===== config.mk =====
export PLATFORM = sky130hd
export DESIGN_NAME = pps_pulse_ctrl
export DESIGN_NICKNAME = d
export VERILOG_FILES = /design/src/rtl/pps_pkg.sv /design/src/rtl/pps_tgt_unit.sv /design/src/rtl/pps_phase_gen.sv /design/src/rtl/pps_status.sv /design/src/rtl/pps_pulse_ctrl.sv
export SDC_FILE = /design/constraint.sdc
export NUM_CORES = 1
export LEC_CHECK = 0
export BUFFER_PORTS_ARGS = -buffer_cell sky130_fd_sc_hd__buf_2
export CORE_MARGIN = 4
export CORE_UTILIZATION = 40
export CTS_BUF_LIST = sky130_fd_sc_hd__clkbuf_4 sky130_fd_sc_hd__clkbuf_8 sky130_fd_sc_hd__clkbuf_16
export DETAILED_ROUTE_END_ITERATION = 8
export SYNTH_ARGS = -nofsm -noshare
export SYNTH_HDL_FRONTEND = slang
export SYNTH_HIERARCHICAL = 1
export SYNTH_SLANG_ARGS = --single-unit
export TNS_END_PERCENT = 5

===== constraint.sdc =====
create_clock -name clk -period 5 [get_ports clk]
set_input_delay 0.25 -clock clk [delete_from_list [all_inputs] [get_ports clk]]
set_output_delay 0.25 -clock clk [all_outputs]
set_load 0.02 [all_outputs]

===== src/rtl/pps_pkg.sv =====
package pps_pkg;

    typedef enum logic [2:0] {
        ST_IDLE,
        ST_ARM_ONE,
        ST_ARM_TRN,
        ST_ONE,
        ST_TRN,
        ST_TRN_STOPARM
    } pps_state_e;

    localparam logic [2:0] CMD_NONE        = 3'd0;
    localparam logic [2:0] CMD_START_ONE   = 3'd1;
    localparam logic [2:0] CMD_START_TRN   = 3'd2;
    localparam logic [2:0] CMD_CANCEL_STRT = 3'd3;
    localparam logic [2:0] CMD_STOP_AT     = 3'd4;
    localparam logic [2:0] CMD_STOP_NOW    = 3'd5;
    localparam logic [2:0] CMD_CANCEL_STOP = 3'd6;

    localparam logic [1:0] TM_IRQ_ONLY  = 2'd0;
    localparam logic [1:0] TM_FLAG_IRQ  = 2'd1;
    localparam logic [1:0] TM_BOTH      = 2'd2;
    localparam logic [1:0] TM_CTRL_ONLY = 2'd3;

endpackage


===== src/rtl/pps_tgt_unit.sv =====
module pps_tgt_unit #(
    parameter int TIME_W = 32
) (
    input  logic              clk,
    input  logic              rst_n,
    input  logic              load,
    input  logic [TIME_W-1:0] tgt_in,
    input  logic [TIME_W-1:0] time_now,
    output logic              hit
);
    logic [TIME_W-1:0] tgt_q;
    logic              armed;

    assign hit = armed && (time_now >= tgt_q);

    always_ff @(posedge clk or negedge rst_n) begin
        if (!rst_n) begin
            tgt_q <= '0;
            armed <= 1'b0;
        end else if (load) begin
            tgt_q <= tgt_in;
            armed <= 1'b1;
        end else if (hit) begin
            armed <= 1'b0;
        end
    end
endmodule


===== src/rtl/pps_phase_gen.sv =====
module pps_phase_gen #(
    parameter int CNT_W = 16
) (
    input  logic             clk,
    input  logic             rst_n,
    input  logic             restart,
    input  logic             run,
    input  logic             train,
    input  logic [CNT_W-1:0] interval,
    input  logic [CNT_W-1:0] width,
    output logic             pulse_lvl,
    output logic             last
);
    logic [CNT_W-1:0] ph;
    logic [CNT_W:0]   ph_inc;
    logic             wrap;

    assign ph_inc    = {1'b0, ph} + {{CNT_W{1'b0}}, 1'b1};
    assign wrap      = ph_inc >= {1'b0, interval};
    assign pulse_lvl = ph < width;
    assign last      = (width == '0) || (ph_inc == {1'b0, width});

    always_ff @(posedge clk or negedge rst_n) begin
        if (!rst_n) begin
            ph <= '0;
        end else if (restart) begin
            ph <= '0;
        end else if (run) begin
            if (train && wrap) begin
                ph <= '0;
            end else begin
                ph <= ph_inc[CNT_W-1:0];
            end
        end
    end
endmodule


===== src/rtl/pps_status.sv =====
module pps_status (
    input  logic clk,
    input  logic rst_n,
    input  logic set,
    input  logic clr,
    input  logic irq_en,
    output logic flag,
    output logic irq
);
    always_ff @(posedge clk or negedge rst_n) begin
        if (!rst_n) begin
            flag <= 1'b0;
        end else if (set) begin
            flag <= 1'b1;
        end else if (clr) begin
            flag <= 1'b0;
        end
    end

    assign irq = flag & irq_en;
endmodule


===== src/rtl/pps_pulse_ctrl.sv =====
module pps_pulse_ctrl
    import pps_pkg::*;
#(
    parameter int TIME_W = 32,
    parameter int CNT_W  = 16
) (
    input  logic              clk,
    input  logic              rst_n,
    input  logic              cmd_wr,
    input  logic [2:0]        cmd_code,
    output logic [2:0]        cmd_echo,
    input  logic              tgt_wr,
    input  logic [TIME_W-1:0] tgt_time,
    input  logic [1:0]        tgt_mode,
    input  logic [TIME_W-1:0] time_now,
    input  logic [CNT_W-1:0]  interval,
    input  logic [CNT_W-1:0]  width,
    input  logic              irq_en,
    input  logic              status_clr,
    output logic              pps_out,
    output logic              irq,
    output logic              tgt_reached
);
    pps_state_e st, nxt;
    logic [2:0] cmd_q;
    logic       hit, hit_irq, hit_ctl;
    logic       restart, run, train, pulse_lvl, last;

    // command field: holds a write for one cycle, then reads back as 0
    always_ff @(posedge clk or negedge rst_n) begin
        if (!rst_n) begin
            cmd_q <= CMD_NONE;
        end else if (cmd_wr) begin
            cmd_q <= cmd_code;
        end else begin
            cmd_q <= CMD_NONE;
        end
    end

    pps_tgt_unit #(.TIME_W(TIME_W)) u_tgt (
        .clk      (clk),
        .rst_n    (rst_n),
        .load     (tgt_wr),
        .tgt_in   (tgt_time),
        .time_now (time_now),
        .hit      (hit)
    );

    assign hit_irq = hit && (tgt_mode != TM_CTRL_ONLY);
    assign hit_ctl = hit && ((tgt_mode == TM_BOTH) || (tgt_mode == TM_CTRL_ONLY));

    // state register
    always_ff @(posedge clk or negedge rst_n) begin
        if (!rst_n) begin
            st <= ST_IDLE;
        end else begin
            st <= nxt;
        end
    end

    // next-state logic: a command in the same cycle wins over a match
    always_comb begin
        nxt = st;
        unique case (st)
            ST_IDLE: begin
                if (cmd_q == CMD_START_ONE)      nxt = ST_ARM_ONE;
                else if (cmd_q == CMD_START_TRN) nxt = ST_ARM_TRN;
            end
            ST_ARM_ONE: begin
                if (cmd_q == CMD_CANCEL_STRT) nxt = ST_IDLE;
                else if (hit_ctl)             nxt = ST_ONE;
            end
            ST_ARM_TRN: begin
                if (cmd_q == CMD_CANCEL_STRT) nxt = ST_IDLE;
                else if (hit_ctl)             nxt = ST_TRN;
            end
            ST_ONE: begin
                if (cmd_q == CMD_STOP_NOW || last) nxt = ST_IDLE;
            end
            ST_TRN: begin
                if (cmd_q == CMD_STOP_NOW)     nxt = ST_IDLE;
                else if (cmd_q == CMD_STOP_AT) nxt = ST_TRN_STOPARM;
            end
            ST_TRN_STOPARM: begin
                if (cmd_q == CMD_STOP_NOW)         nxt = ST_IDLE;
                else if (cmd_q == CMD_CANCEL_STOP) nxt = ST_TRN;
                else if (hit_ctl)                  nxt = ST_IDLE;
            end
            default: nxt = ST_IDLE;
        endcase
    end

    assign restart = ((st == ST_ARM_ONE) && (nxt == ST_ONE)) ||
                     ((st == ST_ARM_TRN) && (nxt == ST_TRN));

    pps_phase_gen #(.CNT_W(CNT_W)) u_phase (
        .clk       (clk),
        .rst_n     (rst_n),
        .restart   (restart),
        .run       (run),
        .train     (train),
        .interval  (interval),
        .width     (width),
        .pulse_lvl (pulse_lvl),
        .last      (last)
    );

    pps_status u_stat (
        .clk    (clk),
        .rst_n  (rst_n),
        .set    (hit_irq),
        .clr    (status_clr),
        .irq_en (irq_en),
        .flag   (tgt_reached),
        .irq    (irq)
    );

    // output decode
    always_comb begin
        run   = 1'b0;
        train = 1'b0;
        unique case (st)
            ST_ONE:         run = 1'b1;
            ST_TRN,
            ST_TRN_STOPARM: begin
                run   = 1'b1;
                train = 1'b1;
            end
            default: begin
                run   = 1'b0;
                train = 1'b0;
            end
        endcase
        pps_out  = run && pulse_lvl;
        cmd_echo = cmd_q;
    end
endmodule


---- After elaboration in Yosys (flattened, before gate mapping) ----
Index checks and enable logic that the tools add are counted.
operators by class
  $add $sub $neg .......................... 1
  magnitude comparators ................... 3
  equal/unequal tests ..................... 17
  mux-type cells .......................... 23
  bitwise operators ....................... 1
  reduce and logical (&&, ||, !) cells .... 18
operators by type and width
  operator                                       number
  two-way mux 16 bit                             3
  two-way mux 3 bit                              13
  greater-or-equal comparator 32 bit             1
  == test 3 bit, second input constant           6
  case mux 3 bit (6 select lines)                1
  adder 16 x 1 -> 17 bit, second input constant  1
  == test 17 x 16 -> 1 bit                       1
  greater-or-equal comparator 17 x 16 -> 1 bit   1
  logical NOT 16 bit                             1
  less-than comparator 16 bit                    1
  == test 3 x 2 -> 1 bit, second input constant  5
  logical AND 1 bit                              7
  == test 3 x 1 -> 1 bit, second input constant  2
  two-way mux 1 bit                              6
  nonzero test 2 bit                             3
  == test 2 bit, second input constant           2
  logical OR 1 bit                               4
  logical NOT 3 bit                              1
  OR reduction 3 bit                             1
  inequality test 2 bit, second input constant   1
  OR reduction 2 bit                             1
  AND 1 bit                                      1
storage, ports and cells
  bits in registers ....................... 56
  input port bits ......................... 107
  output and inout bits ................... 6
  logic and storage cells ................. 69

---- Logic depth before layout (Yosys ltp) ----
Gate-level depths: netlist (run 1).
  depth after elaboration ................. 11
  gate-level depth with buffers ........... 15

---- Cells and area by module ----
Netlist (run 1), hierarchy kept.
modules (own cells, without submodules)
  module          instances  cells an instance  area an instance (um^2)  seq. area each (um^2)
  pps_phase_gen   1          272                2239.6                   400.4
  pps_tgt_unit    1          216                1989.4                   825.8
  pps_pulse_ctrl  1          47                 439.2                    150.1
  pps_status      1          4                  42.5                     25.0

---- Worst setup path before layout (run 1) ----
Ideal clock, no wire load.
  kind .................................... register to register
  start ................................... register u_phase.ph[0]
  end ..................................... register u_phase.ph[12]
  library setup time ...................... 82 ps
  arrival time ............................ 3161 ps
  setup slack ............................. 1757 ps
  cell stages (with the launch flop) ...... 14
  period minus slack after synthesis ...... 3243 ps
  cells stage by stage .................... dfrtp_1 ha_1 nand3_2 nor3_1 xor2_1 ha_1 nand4_1 nor2_1 a31o_2 a221o_1 o31ai_4 buf_6 nand3_1 a31oi_1
between the ends
  longest elaborated chain between the ends .. 10
  elaborated cells on any way between the ends .. 17
RTL lines
  what                                                             line                                        source
  from (decl)                                                      pps_phase_gen.sv:14                         logic [CNT_W-1:0] ph;
  from (signal assigned)                                           pps_phase_gen.sv:32                         ph <= ph_inc[CNT_W-1:0];
  adder 16 x 1 -> 17 bit *                                         pps_phase_gen.sv:18                         assign ph_inc = {1'b0, ph} + {{CNT_W{1'b0}}, 1'b1};
  == test 17 x 16 -> 1 bit                                         pps_phase_gen.sv:21                         assign last = (width == '0) || (ph_inc == {1'b0, width});
  logical OR 1 bit                                                 pps_phase_gen.sv:21
  logical OR 1 bit                                                 pps_pulse_ctrl.sv:78                        if (cmd_q == CMD_STOP_NOW || last) nxt = ST_IDLE;
  two-way mux 3 bit                                                pps_pulse_ctrl.sv:78
  case mux 3 bit (6 select lines)                                  pps_pulse_ctrl.sv:64                        unique case (st)
  == test 3 x 2 -> 1 bit / == test 3 bit (equally long branches)   pps_pulse_ctrl.sv:93, pps_pulse_ctrl.sv:94
  logical AND 1 bit, on equally long branches                      pps_pulse_ctrl.sv:93, pps_pulse_ctrl.sv:94
  logical OR 1 bit                                                 pps_pulse_ctrl.sv:93                        assign restart = ((st == ST_ARM_ONE) && (nxt == ST_ONE)) ||
  two-way mux 16 bit / nonzero test 2 bit (equally long branches)  --
Mark *: on every way between the ends. The rest lies on a longest branch, timed or not. The select of a mux whose other input is x is not followed.
A chain may end at the register's enable or synchronous reset.

---- Worst setup path in the final report (run 1) ----
  start ................................... register u_phase.ph[2]
  end ..................................... register u_phase.ph[14]
Same word-level chain as after synthesis.

==> results.txt, run 1 <==
The run finished with clean final reports. The starting density of the core is 0.411. The worst min-delay path class is input port to async pin. The antenna diode count came out at 0.

The number of clock buffers added by TritonCTS is 5. The final hold violation count came to 0. The aggregate global routing overflow came out at 0. The final-layout setup total negative slack is 0 ns. The first global-routing pass estimated ~19000 microns of wire. In this run the static leakage power is 2.86 nW. The setup-violating endpoint count in the final report is 0.

The post-route DRC violation count is 0. Timing would allow up to ~0.27 GHz. 113 I/O pins were placed. TritonCTS built the clock tree.

The total number of placement rows is 39. The most used flip-flop cell after synthesis is sky130_fd_sc_hd__dfrtp_1. The count of nets left with antenna violations after detail routing is 0. The number of clock sinks is 56.

Counting I/O delays and the setup requirement, the final critical path takes approximately 3.6 ns. The cell sitting at the root of the clock tree is a sky130_fd_sc_hd__clkbuf_16. Summing all multi-input logic gate instances after layout gives a little under 0.003 sq mm.

The clock insertion delay at the later pin of the skew report is 0.29 ns. The clock tree buffer depth is 2. The total routing resource utilization after global routing came out at 0.176. The worst-case IR drop observed on VDD is roughly 190 uV. The actual transition at the worst max-transition pin came out at 0.956 ns.

Data on the critical path is required at its endpoint by 5.21 ns. The net count reported at finish came out at 808. The number of H-tree levels is 2. The number of pins with negative max-slew slack in the final report is 0. The vertical die dimension is around 120 microns.

The number of violations reported at the end of detailed-routing iteration 0 is 171. The overall routed net length came out at between 10000 and 15000 microns. Across the whole layout, storage elements account for ~0.0014 sq mm.

The register bit total from synthesis came out at between 50 and 60. The net count after synthesis came out at 711. The library cell used most frequently in the layout, excluding fill and tap cells, is sky130_fd_sc_hd__buf_2. The remaining max-slew budget at the tightest pin is 0.363. The start-to-end type of the worst setup path is flop to flop. Dividing the final minimum period by the clock period gives 0.730.

The instance count after placement with tap cells included is approximately 770. The die span in x is around 120 microns. The async set-or-reset flop fraction in the synthesized netlist is 1.00.

Between clock sinks in the finished design, the worst skew comes to ~0.0064 ns. The number of iterations in the first detailed-routing pass is 4. The number of standard cells in the final layout excluding fillers came out at between 700 and 800. The number of hold buffers added after cts is 0. The detailed-placement wirelength estimate is roughly 9400 microns.

After synthesis, the netlist uses 69 different library cells. The worst setup path is captured at a flop. In the final routed layout, each cell accounts on average for approximately 15 microns. The sort of element at the start of the critical path is a flop. The total of max-cap violations is 0. The post-synthesis to final-layout area growth came out at 16.5%.

The instance count of the mapped netlist came out at approximately 540. The power density over the cells is ~270 mW/mm^2. The number of antenna violations at the first check in global routing came out at 0.

The post-synthesis area per instance is slightly below 9 sq um. The floorplan die area came out at about 0.014 sq mm. In this run, post-CTS repair resized a total of 0 instances. The via count of the first global-routing pass came out at around 4.1k.

Setup repair after global routing left no endpoint under its margin. At the end of routability-driven placement, the weighted congestion stood at ~0.9. The maximum number of pins on one net before global-route repair is 65.

The number of buffers inserted to repair setup after CTS came out at 0. The share of the yosys chip area belonging to registers is 0.297. The count of input and output buffers came out at 112. Along the worst path, the maximum fanout reaches 27.

The endpoint arrival time on the critical path came out at 3.86 ns. After clock tree synthesis, the clock-pin slew on the worst setup and hold paths is about 0.07 ns. Leaving out fill and tap cells, the most frequent cells in the layout are sky130_fd_sc_hd__buf_2 (112), sky130_fd_sc_hd__inv_1 (69), sky130_fd_sc_hd__ha_1 (65). After synthesis the cells add up to ~0.0047 sq mm. The count of flip-flops with a built-in enable after synthesis came out at 0.

The total area inside the core boundary comes to between 0.01 and 0.015 sq mm. The layout has roughly 1.1k filler cells. The total vias in the final route came out at between 4k and 5k. The proportion of layout cells with a drive suffix above 1 is 0.218.

The yosys synthesis warning count is 6. The number of vias per cell after detailed routing is about 5.3.
-- Yosys cell counts (10+ instances only) --
master                      n  area share
sky130_fd_sc_hd__nor2_1    11      0.0088
sky130_fd_sc_hd__a31oi_1   23       0.031
sky130_fd_sc_hd__inv_1     69       0.055
sky130_fd_sc_hd__xnor2_1   20       0.037
sky130_fd_sc_hd__nand3b_1  10       0.016
sky130_fd_sc_hd__xor2_1    10       0.019
sky130_fd_sc_hd__clkbuf_1  14       0.011
sky130_fd_sc_hd__dfrtp_1   56        0.30
sky130_fd_sc_hd__nand2_1   49       0.039
sky130_fd_sc_hd__ha_1      65        0.17
sky130_fd_sc_hd__nand3_1   16       0.017
sky130_fd_sc_hd__o21ai_0   36       0.038
sky130_fd_sc_hd__a21oi_1   21       0.022
sky130_fd_sc_hd__nand4_1   14       0.019
-- logic make-up after synthesis --
family,count (synthesis),synth area share
buffers and inverters,94,0.0869
DFF,56,0.297
adders and majority gates,65,0.173
muxes,2,0.00452
and+or+nand+nor,156,0.189
xor gates and xnor gates,30,0.0558
AOI/OAI and AO/OA,136,0.194
-- flip-flops by register name (all words and copies together) (netlist names) --
name,flops
u_tgt/tgt_q,32
u_phase/ph,16
cmd_echo,3
st,3
u_stat/flag,1
u_tgt/armed,1
-- power breakdown --
group | switching (mW) | leakage, nW | internal, mW
clock network | 0.163 | 0.0798 | 0.236
registers | 0.0580 | 0.709 | 0.503
logic | 0.307 | 2.07 | 0.235
-- through the flow --
step / hold WS (ns) / total power, mW / util / worst slack, ns / instance area, sq um
2_1_floorplan: -0.0456 / 0.948 / - / 1.76 / 4710
3_3_place_gp: 0.449 / 1.09 / 0.464 / 1.54 / 5320
3_5_place_dp: 0.457 / 1.11 / 0.464 / 1.39 / 5320
4_1_cts: 0.138 / 1.52 / 0.479 / 1.37 / 5490
5_1_grt: 0.161 / 1.61 / 0.479 / 1.08 / 5490
6_report: 0.0992 / 1.50 / 0.479 / 1.35 / 5490
-- metal layers --
layer,global-route usage,wire [microns],up-vias,share of wire
met5,0,0,-,0
met4,0.0433,159,0,0.013
met3,0.0264,667,10,0.057
met2,0.279,5410,114,0.46
met1,0.253,5540,1884,0.47
li1,-,-,2106,-
-- critical path, stage by stage (launching register included) --
cell and delay, ns:
sky130_fd_sc_hd__dfrtp_1 0.50, sky130_fd_sc_hd__nand4_1 0.29, sky130_fd_sc_hd__nor2_1 0.33, sky130_fd_sc_hd__and3_1 0.27
sky130_fd_sc_hd__xor2_1 0.26, sky130_fd_sc_hd__ha_1 0.29, sky130_fd_sc_hd__nand4_1 0.09, sky130_fd_sc_hd__nor2_1 0.06
sky130_fd_sc_hd__a31o_2 0.22, sky130_fd_sc_hd__a221o_1 0.37, sky130_fd_sc_hd__o31ai_4 0.25, sky130_fd_sc_hd__buf_4 0.32
sky130_fd_sc_hd__nand3b_1 0.13, sky130_fd_sc_hd__a31oi_1 0.18
-- worst paths after layout --
path / from / endpoint / slack, ns / cells past startpoint
hold reg to reg: u_tgt/tgt_q[0]$_DFFE_PN0P_ / u_tgt/tgt_q[0]$_DFFE_PN0P_ / 0.50 / 1
hold / removal: rst_n / u_tgt/tgt_q[26]$_DFFE_PN0P_ / 0.1 / 2
max in group asynchronous: rst_n / st[2]$_DFF_PN0_ / 4.41 / 2
setup / recovery: u_phase/ph[2]$_DFFE_PN0P_ / u_phase/ph[14]$_DFFE_PN0P_ / 1.35 / 13
min in group clk: tgt_time[3] / u_tgt/tgt_q[3]$_DFFE_PN0P_ / 0.17 / 3
setup reg to reg: u_phase/ph[2]$_DFFE_PN0P_ / u_phase/ph[14]$_DFFE_PN0P_ / 1.35 / 13
-- layout make-up --
class,count,area share
clock buffers,5,0.0228
clock inverters,3,0.00775
inverters,69,0.0472
multi-input cells,389,0.528
flip-flops and latches,56,0.255
well taps,143,0.0326
repair buffers,115,0.106
Power figures use the tool's default switching activity.
==> inputs of run 2 (changes only) <==
Clock period 5 ns to 3.52 ns, I/O delays scaled along.
==> run 2 against run 1 <==
Effect of this change: final area up 2.4%; largest cell class unchanged; critical endpoint is now u_phase/ph[7]$_DFFE_PN0P_; total power rose by 38%; register-to-register slack got worse by 1.1 ns; worst hold slack worse by 0.0086 ns.
==> results.txt, run 2 (synthesis results as in run 1) <==
The worst setup margin came out at 0.216 ns. Headroom to the max-slew limit came out at 0.388. The analysis attributes to cell leakage a power of roughly 3 nW. The number of iterations in the first detailed-routing pass is 4. The congestion estimate from routability-driven global placement came to approximately 0.96. u_tgt/tgt_q holds more flip-flops than any other register.

The endpoint arrival time on the critical path came out at about 3.5 ns. For this block, the via count after detailed routing is between 4k and 5k. The die covers ~0.014 sq mm. The clock tree root driver cell is sky130_fd_sc_hd__clkbuf_16. The number of flip-flops under the largest register name is 32. The number of clock sinks is 56. The die span in x is around 120 microns. TritonCTS built the clock tree.

The final standard cell area without fillers is between 0.005 and 0.006 sq mm. Once layout is complete, the utilization of the core stands at 0.490. In this run the power density over the cells is between 300 and 400 mW/mm^2. The maximum vdd drop came out at ~210 uV. The number of antenna violations at the first check in global routing is 0. The worst min-delay path class is input port to flop. The maximum number of pins on one net before global-route repair is between 60 and 70. The vertical die dimension came out at around 120 microns. The post-CTS clock slew at the launch and capture registers of the worst setup and hold paths is about 0.07 ns. For this run, the total global-route usage over all layers was measured as 0.178. The net count reported at finish came out at about 820.

The region available for standard cell placement spans ~0.011 sq mm. Timing would allow up to between 0.3 and 0.4 GHz. For the pin with the worst max-slew slack, the measured transition is 0.918 ns.

The number of violations reported at the end of detailed-routing iteration 0 is roughly 170. The clock tree buffer depth is 2. The total number of placement rows came out at 39. The clock insertion delay at the later pin of the skew report came out at approximately 0.29 ns.

The design draws roughly 2.1 mW. STA puts the critical path data required time at 3.73 ns. The largest registers in the layout are u_tgt/tgt_q (32), u_phase/ph (16). For the final database, setup skew stands at between 0.004 and 0.005 ns. The aggregate global routing overflow came out at 0.

Dividing the final minimum period by the clock period gives 0.939. The worst setup timing slack at the placement stage came out at around 0.037 ns. The mean routed wirelength per cell came out at between 15 and 20 microns. The TritonCTS buffer count came out at 5. The sort of element at the start of the critical path is a flop.

The overall routed net length came out at approximately 12000 microns. The setup-violating endpoint count in the final report is 0. The number of vias per cell after detailed routing is 5.24.

Detailed placement ended at an HPWL of 9780 microns. Max-cap violations in this run came to 0. The number of standard cells in the final layout excluding fillers came out at 793. The via count of the first global-routing pass came out at 4159. The number of H-tree levels is 2. 0 antenna diodes ended up in the layout.

In the layout the commonest cells are sky130_fd_sc_hd__buf_2 (112), sky130_fd_sc_hd__inv_1 (69), sky130_fd_sc_hd__ha_1 (64). The start-to-end type of the worst setup path is flop to flop. Adding up every negative setup slack in the final design gives 0 ns.

For this run, design rule violations remaining after detail routing come to 0. STA classifies the critical path endpoint as a flop. The instance count after placement with tap cells included came out at 783. The final hold violation count is 0.

The first global-routing pass estimated between 15000 and 20000 microns of wire. The number of pins with negative max-slew slack in the final report came to 0. In this run the tool buffered the top-level ports with roughly 110 buffer cells.

The depth of the worst hold-timing path is 3. The starting density of the core is 0.411. The top-level I/O count came out at 113. The placed instances occupy a cell area of 0.00542 sq mm. The hold slack came out at slightly above 0.09 ns. The total of fill cells in the finished design came out at approximately 1.1k. The most frequent standard cell in the layout excluding fill and tap cells is sky130_fd_sc_hd__buf_2. The post-synthesis to final-layout area growth came out at 19.3%. Of the cells placed in the final design, the portion with a size suffix greater than 1 is 0.240. The maximum net fanout on the critical path came out at 27. The flow ran to the end, and the final reports show no timing, DRC or antenna violations. The path depth of the worst reg2reg path came out at 14. The internal reg-to-reg setup slack came out at between 0.2 and 0.25 ns. The count of nets left with antenna violations after detail routing came out at 0. The post-layout minimum cycle time is approximately 3.3 ns.
==> run 2: cell count changes in the layout (fill, tap and decap cells not counted), sizes merged <==
cell and change:
buf +12, bufinv -1, clkbuf +1, clkinv -1, clkinvlp +1, dlygate4sd3 +1
==> run 2: layer usage <==
layer,up-vias,global-route usage,wire (microns)
met2,111,0.287,5490
met5,-,0,0
met4,0,0.0394,188
met1,1909,0.248,5580
li1,2126,-,-
met3,12,0.0342,800
==> run 2: cell type report <==
class / instances / area [sq um] / share of cell area
well taps: 143 / 179 / 0.0318
repair buffers: 128 / 696 / 0.124
multi-input cells: 389 / 2930 / 0.522
inverters: 69 / 259 / 0.0461
clock buffers: 6 / 139 / 0.0247
clock inverters: 2 / 15.0 / 0.00267
flip-flops and latches: 56 / 1400 / 0.249
==> run 2: critical path, stage by stage, from the launching register on <==
cell	delay [ns]
sky130_fd_sc_hd__dfrtp_1	0.41
sky130_fd_sc_hd__ha_2	0.26
sky130_fd_sc_hd__nand3_2	0.15
sky130_fd_sc_hd__nor2_4	0.18
sky130_fd_sc_hd__nand2_1	0.16
sky130_fd_sc_hd__xnor2_2	0.18
sky130_fd_sc_hd__ha_1	0.31
sky130_fd_sc_hd__nand4_1	0.12
sky130_fd_sc_hd__nor2_1	0.06
sky130_fd_sc_hd__a31o_2	0.24
sky130_fd_sc_hd__a221o_1	0.38
sky130_fd_sc_hd__o31ai_4	0.30
sky130_fd_sc_hd__buf_12	0.21
sky130_fd_sc_hd__nand3b_1	0.09
sky130_fd_sc_hd__a31oi_1	0.17
==> run 2: final timing paths <==
kind | from | to
setup / recovery | u_phase/ph[1]$_DFFE_PN0P_ | u_phase/ph[7]$_DFFE_PN0P_
hold / removal | tgt_time[13] | u_tgt/tgt_q[13]$_DFFE_PN0P_
setup reg to reg | u_phase/ph[1]$_DFFE_PN0P_ | u_phase/ph[7]$_DFFE_PN0P_
hold reg to reg | u_stat/flag$_DFFE_PN0P_ | u_stat/flag$_DFFE_PN0P_
max in group asynchronous | rst_n | u_tgt/tgt_q[30]$_DFFE_PN0P_
min in group asynchronous | rst_n | u_tgt/tgt_q[27]$_DFFE_PN0P_
==> run 2: what timing repair did <==
item | 4_1_cts | 5_1_grt
gates resized for setup | 0 | 6
hold buffers | 1 | 0
endpoints found under the hold margin | 26 | 0
setup buffers | 0 | 1
setup endpoints to repair | 0 | 16
==> run 2: report_power, final <==
| part | leakage, nW | total, mW | internal [mW] | switching (mW) |
|---|---|---|---|---|
| Clock | 0.0691 | 0.507 | 0.283 | 0.223 |
| Sequential | 0.709 | 0.788 | 0.716 | 0.0720 |
| Combinational | 2.15 | 0.786 | 0.346 | 0.441 |
==> inputs of run 3 (changes only) <==
Settings changed: CORE_ASPECT_RATIO set to 0.7, RECOVER_POWER set to 100, SLEW_MARGIN set to 20.
==> run 3 against run 2 <==
Effect of this change: the run now ends with max-capacitance violations, max-slew violations left; wire length grew 0.30%; count of clock-buffer cells in the layout unchanged; final area decreased by 0.36%; register-to-register slack got worse by 0.05 ns; clock skew about the same; die area grew 0.21%; combinational power rose by 0.5%.
==> results.txt, run 3 (synthesis results as in run 1) <==
Of the available clock period, the critical path in the final layout requires 0.954. The sort of element at the start of the critical path is a flop. The remaining max-slew budget at the tightest pin came out at -0.491. In this run the critical register-to-register path is captured at u_phase/ph[12]$_DFFE_PN0P_. The tool flagged a number of max-cap violations equal to 2. The final layout contains routed wiring with a total length of roughly 12000 microns. The final setup skew is around 0.0043 ns. The proportion of layout cells with a drive suffix above 1 is 0.230. The maximum number of pins on one net before global-route repair came out at 65. On the critical path the largest part of the delay comes from compound AO/OA/AOI/OAI gates. At the worst endpoint, the required time is about 3.7 ns. The via count of the first global-routing pass came out at a little over 4k. The maximum net fanout on the critical path came out at 27. The path with the worst hold slack has its endpoint at u_tgt/tgt_q[11]$_DFFE_PN0P_. The number of vias per cell after detailed routing came out at about 5.2. The switching power total is roughly 750 uW.

Data arrives at the worst endpoint at 3.57 ns. The setup check on the worst reg-to-reg path leaves a slack of between 0.15 and 0.2 ns. The library cell contributing the largest single delay on the critical path is sky130_fd_sc_hd__dfrtp_1. The number of violations reported at the end of detailed-routing iteration 0 is between 300 and 400.

The final standard cell area without fillers is ~0.0056 sq mm. The run finished, with violations left. Compared with the post-synthesis result, the final layout area differs by 18.9%. The clock insertion delay at the later pin of the skew report came out at 0.29 ns. The number of buffers and inverters on the critical path is 1.

The final weighted congestion in routability-driven placement is between 0.8 and 0.9. The hold path startpoint is tgt_time[11]. The TritonCTS buffer count is 5. The depth of the worst hold-timing path is 3. In this run the deepest clock path goes through 2 buffers. The first global-routing pass estimated 19800 microns of wire. The setup-violating endpoint count in the final report came out at 0. The number of iterations in the first detailed-routing pass is 5. The final-layout setup total negative slack is 0 ns. The hold slack is 0.0883 ns. Static timing analysis puts the maximum clock frequency at 0.298 GHz. The total routing resource utilization after global routing is 0.180. The largest registers in the layout are u_tgt/tgt_q (32), u_phase/ph (16). The detailed router placed ~4.2k vias in this run. The kind of end point of the critical path is a flop.

The cell-internal power came out at around 1.3 mW. The mean routed wirelength per cell came out at 15.1 microns. The actual transition at the worst max-transition pin is between 2 and 2.5 ns. The total number of placement rows is 32. The switching share of power is 0.360.

The count of input and output buffers is between 100 and 150. The path depth of the worst reg2reg path is 13. The power density over the cells came out at 370 mW/mm^2. The number of H-tree levels came out at 2. The top-level I/O count is 113. The die span in x came out at approximately 140 microns. The proportion of power drawn by combinational gates came out at 0.381. The number of antenna violations at the first check in global routing came out at 0.

The startpoint identified for the worst register-to-register timing path is u_phase/ph[1]$_DFFE_PN0P_. The maximum vdd drop came out at between 200 and 250 uV. The post-CTS clock slew at the launch and capture registers of the worst setup and hold paths is 0.07 ns. The instance count after placement with tap cells included is a little under 800. The net count reported at finish is approximately 820. The largest single stage delay on the critical path is ~0.42 ns.

The clock tree from TritonCTS is done. The final cell utilization of the core came out at 0.498. The vertical die dimension came out at 98.8 microns. The worst setup path is of the flop to flop kind. The post-layout minimum cycle time is 3.36 ns. The detailed-placement wirelength estimate is just under 10000 microns. The proportion of power drawn by flip-flops and latches is 0.382. For this run the aggregate overflow at the end of global routing stands at 0. The min-delay analysis places its worst path in the category input port to flop. Once detail routing completed, the nets flagged for antenna violations numbered 0.

The number of pins with negative max-slew slack in the final report came out at 101. The final hold violation count came to 0. The instance area after placement came out at 0.00542 sq mm.

The starting density of the core is 0.419. The signal on the critical path passes through ha_2 > nand3_2 > nor3_1 > xor2_1 > ha_1 > nand4_1 > nor2_1 > a31o_2 > a221o_1 > o31ai_4 > buf_12 > nand3_1 > a31oi_1. Excluding fillers, the count of instances in the completed layout stands at about 800.

The floorplan die area came out at around 0.014 sq mm. The share of total power in the clock network came out at 0.236. The library cells used most frequently in the layout, excluding fill and tap cells, are sky130_fd_sc_hd__buf_2 (104), sky130_fd_sc_hd__inv_1 (69), sky130_fd_sc_hd__ha_1 (64). The tree is rooted in a sky130_fd_sc_hd__clkbuf_16.

The register ranked first by flip-flop count is u_tgt/tgt_q. The number of flip-flops under the largest register name is 32. The final reports fail on max-capacitance violations, max-slew violations. The total leakage power is 2.89 nW. 0 antenna diodes ended up in the layout. The total core area came out at about 0.011 sq mm.

The most frequent standard cell in the layout excluding fill and tap cells is sky130_fd_sc_hd__buf_2. For this design, the sink count on the clock tree is 56. The post-route DRC violation count came out at 0.
-- run 3: worst reg2reg max path, cell delays in order (launching register included) --
cell and delay [ns]:
sky130_fd_sc_hd__dfrtp_1 0.42, sky130_fd_sc_hd__ha_2 0.26, sky130_fd_sc_hd__nand3_2 0.14, sky130_fd_sc_hd__nor3_1 0.38
sky130_fd_sc_hd__xor2_1 0.24, sky130_fd_sc_hd__ha_1 0.29, sky130_fd_sc_hd__nand4_1 0.10, sky130_fd_sc_hd__nor2_1 0.06
sky130_fd_sc_hd__a31o_2 0.23, sky130_fd_sc_hd__a221o_1 0.38, sky130_fd_sc_hd__o31ai_4 0.29, sky130_fd_sc_hd__buf_12 0.20
sky130_fd_sc_hd__nand3_1 0.09, sky130_fd_sc_hd__a31oi_1 0.18
-- run 3: timing repair --
item                                   CTS  global route
endpoints found under the hold margin   17             0
hold buffers                             1             0
buffers inserted                         0             2
setup endpoints to repair                0            16
gates resized for setup                  0             8
-- run 3: per-layer routing --
layer | wire [microns] | vias up | part of all wire | track usage
met3 | 766 | 7 | 0.063 | 0.0459
met1 | 6150 | 1906 | 0.51 | 0.274
met2 | 5130 | 111 | 0.42 | 0.261
li1 | - | 2129 | - | -
met5 | 0 | - | 0 | 0
met4 | 59 | 0 | 0.0049 | 0.0258
-- run 3: worst max-delay path by stage --
stage,start,cells past startpoint,endpoint
2_1_floorplan,u_phase/ph[0]$_DFFE_PN0P_,13,u_phase/ph[12]$_DFFE_PN0P_
3_3_place_gp,u_phase/ph[3]$_DFFE_PN0P_,13,u_phase/ph[12]$_DFFE_PN0P_
3_5_place_dp,u_phase/ph[1]$_DFFE_PN0P_,14,u_phase/ph[11]$_DFFE_PN0P_
4_1_cts,u_phase/ph[0]$_DFFE_PN0P_,14,u_phase/ph[12]$_DFFE_PN0P_
5_1_grt,u_phase/ph[1]$_DFFE_PN0P_,14,u_phase/ph[4]$_DFFE_PN0P_
6_report,u_phase/ph[1]$_DFFE_PN0P_,13,u_phase/ph[12]$_DFFE_PN0P_
-- run 3: metrics by stage --
step / total power, mW / setup WS (ns)
floorplan: 1.35 / 0.277
finish: 2.07 / 0.161
global placement: 1.55 / 0.211
global route: 2.24 / -0.00635
detailed placement: 1.58 / 0.120
CTS: 2.08 / 0.0787
-- run 3: area by class of cell --
cell class	count	area, sq um
Inverter	69	259
Multi-Input combinational cell	389	2930
Tap cell	153	191
Fill cell	1092	5650
Clock buffer	6	133
Timing Repair Buffer	128	683
Sequential cell	56	1400
Clock inverter	1	5.00
-- run 3: power by group through the flow --
stage               Sequential, mW  Combinational, mW  Clock (mW)
floorplan                    0.764              0.582           0
global placement             0.797              0.757           0
detailed placement           0.800              0.783           0
CTS                          0.788              0.789       0.507
global route                 0.805              0.900       0.534
finish                       0.792              0.790       0.489
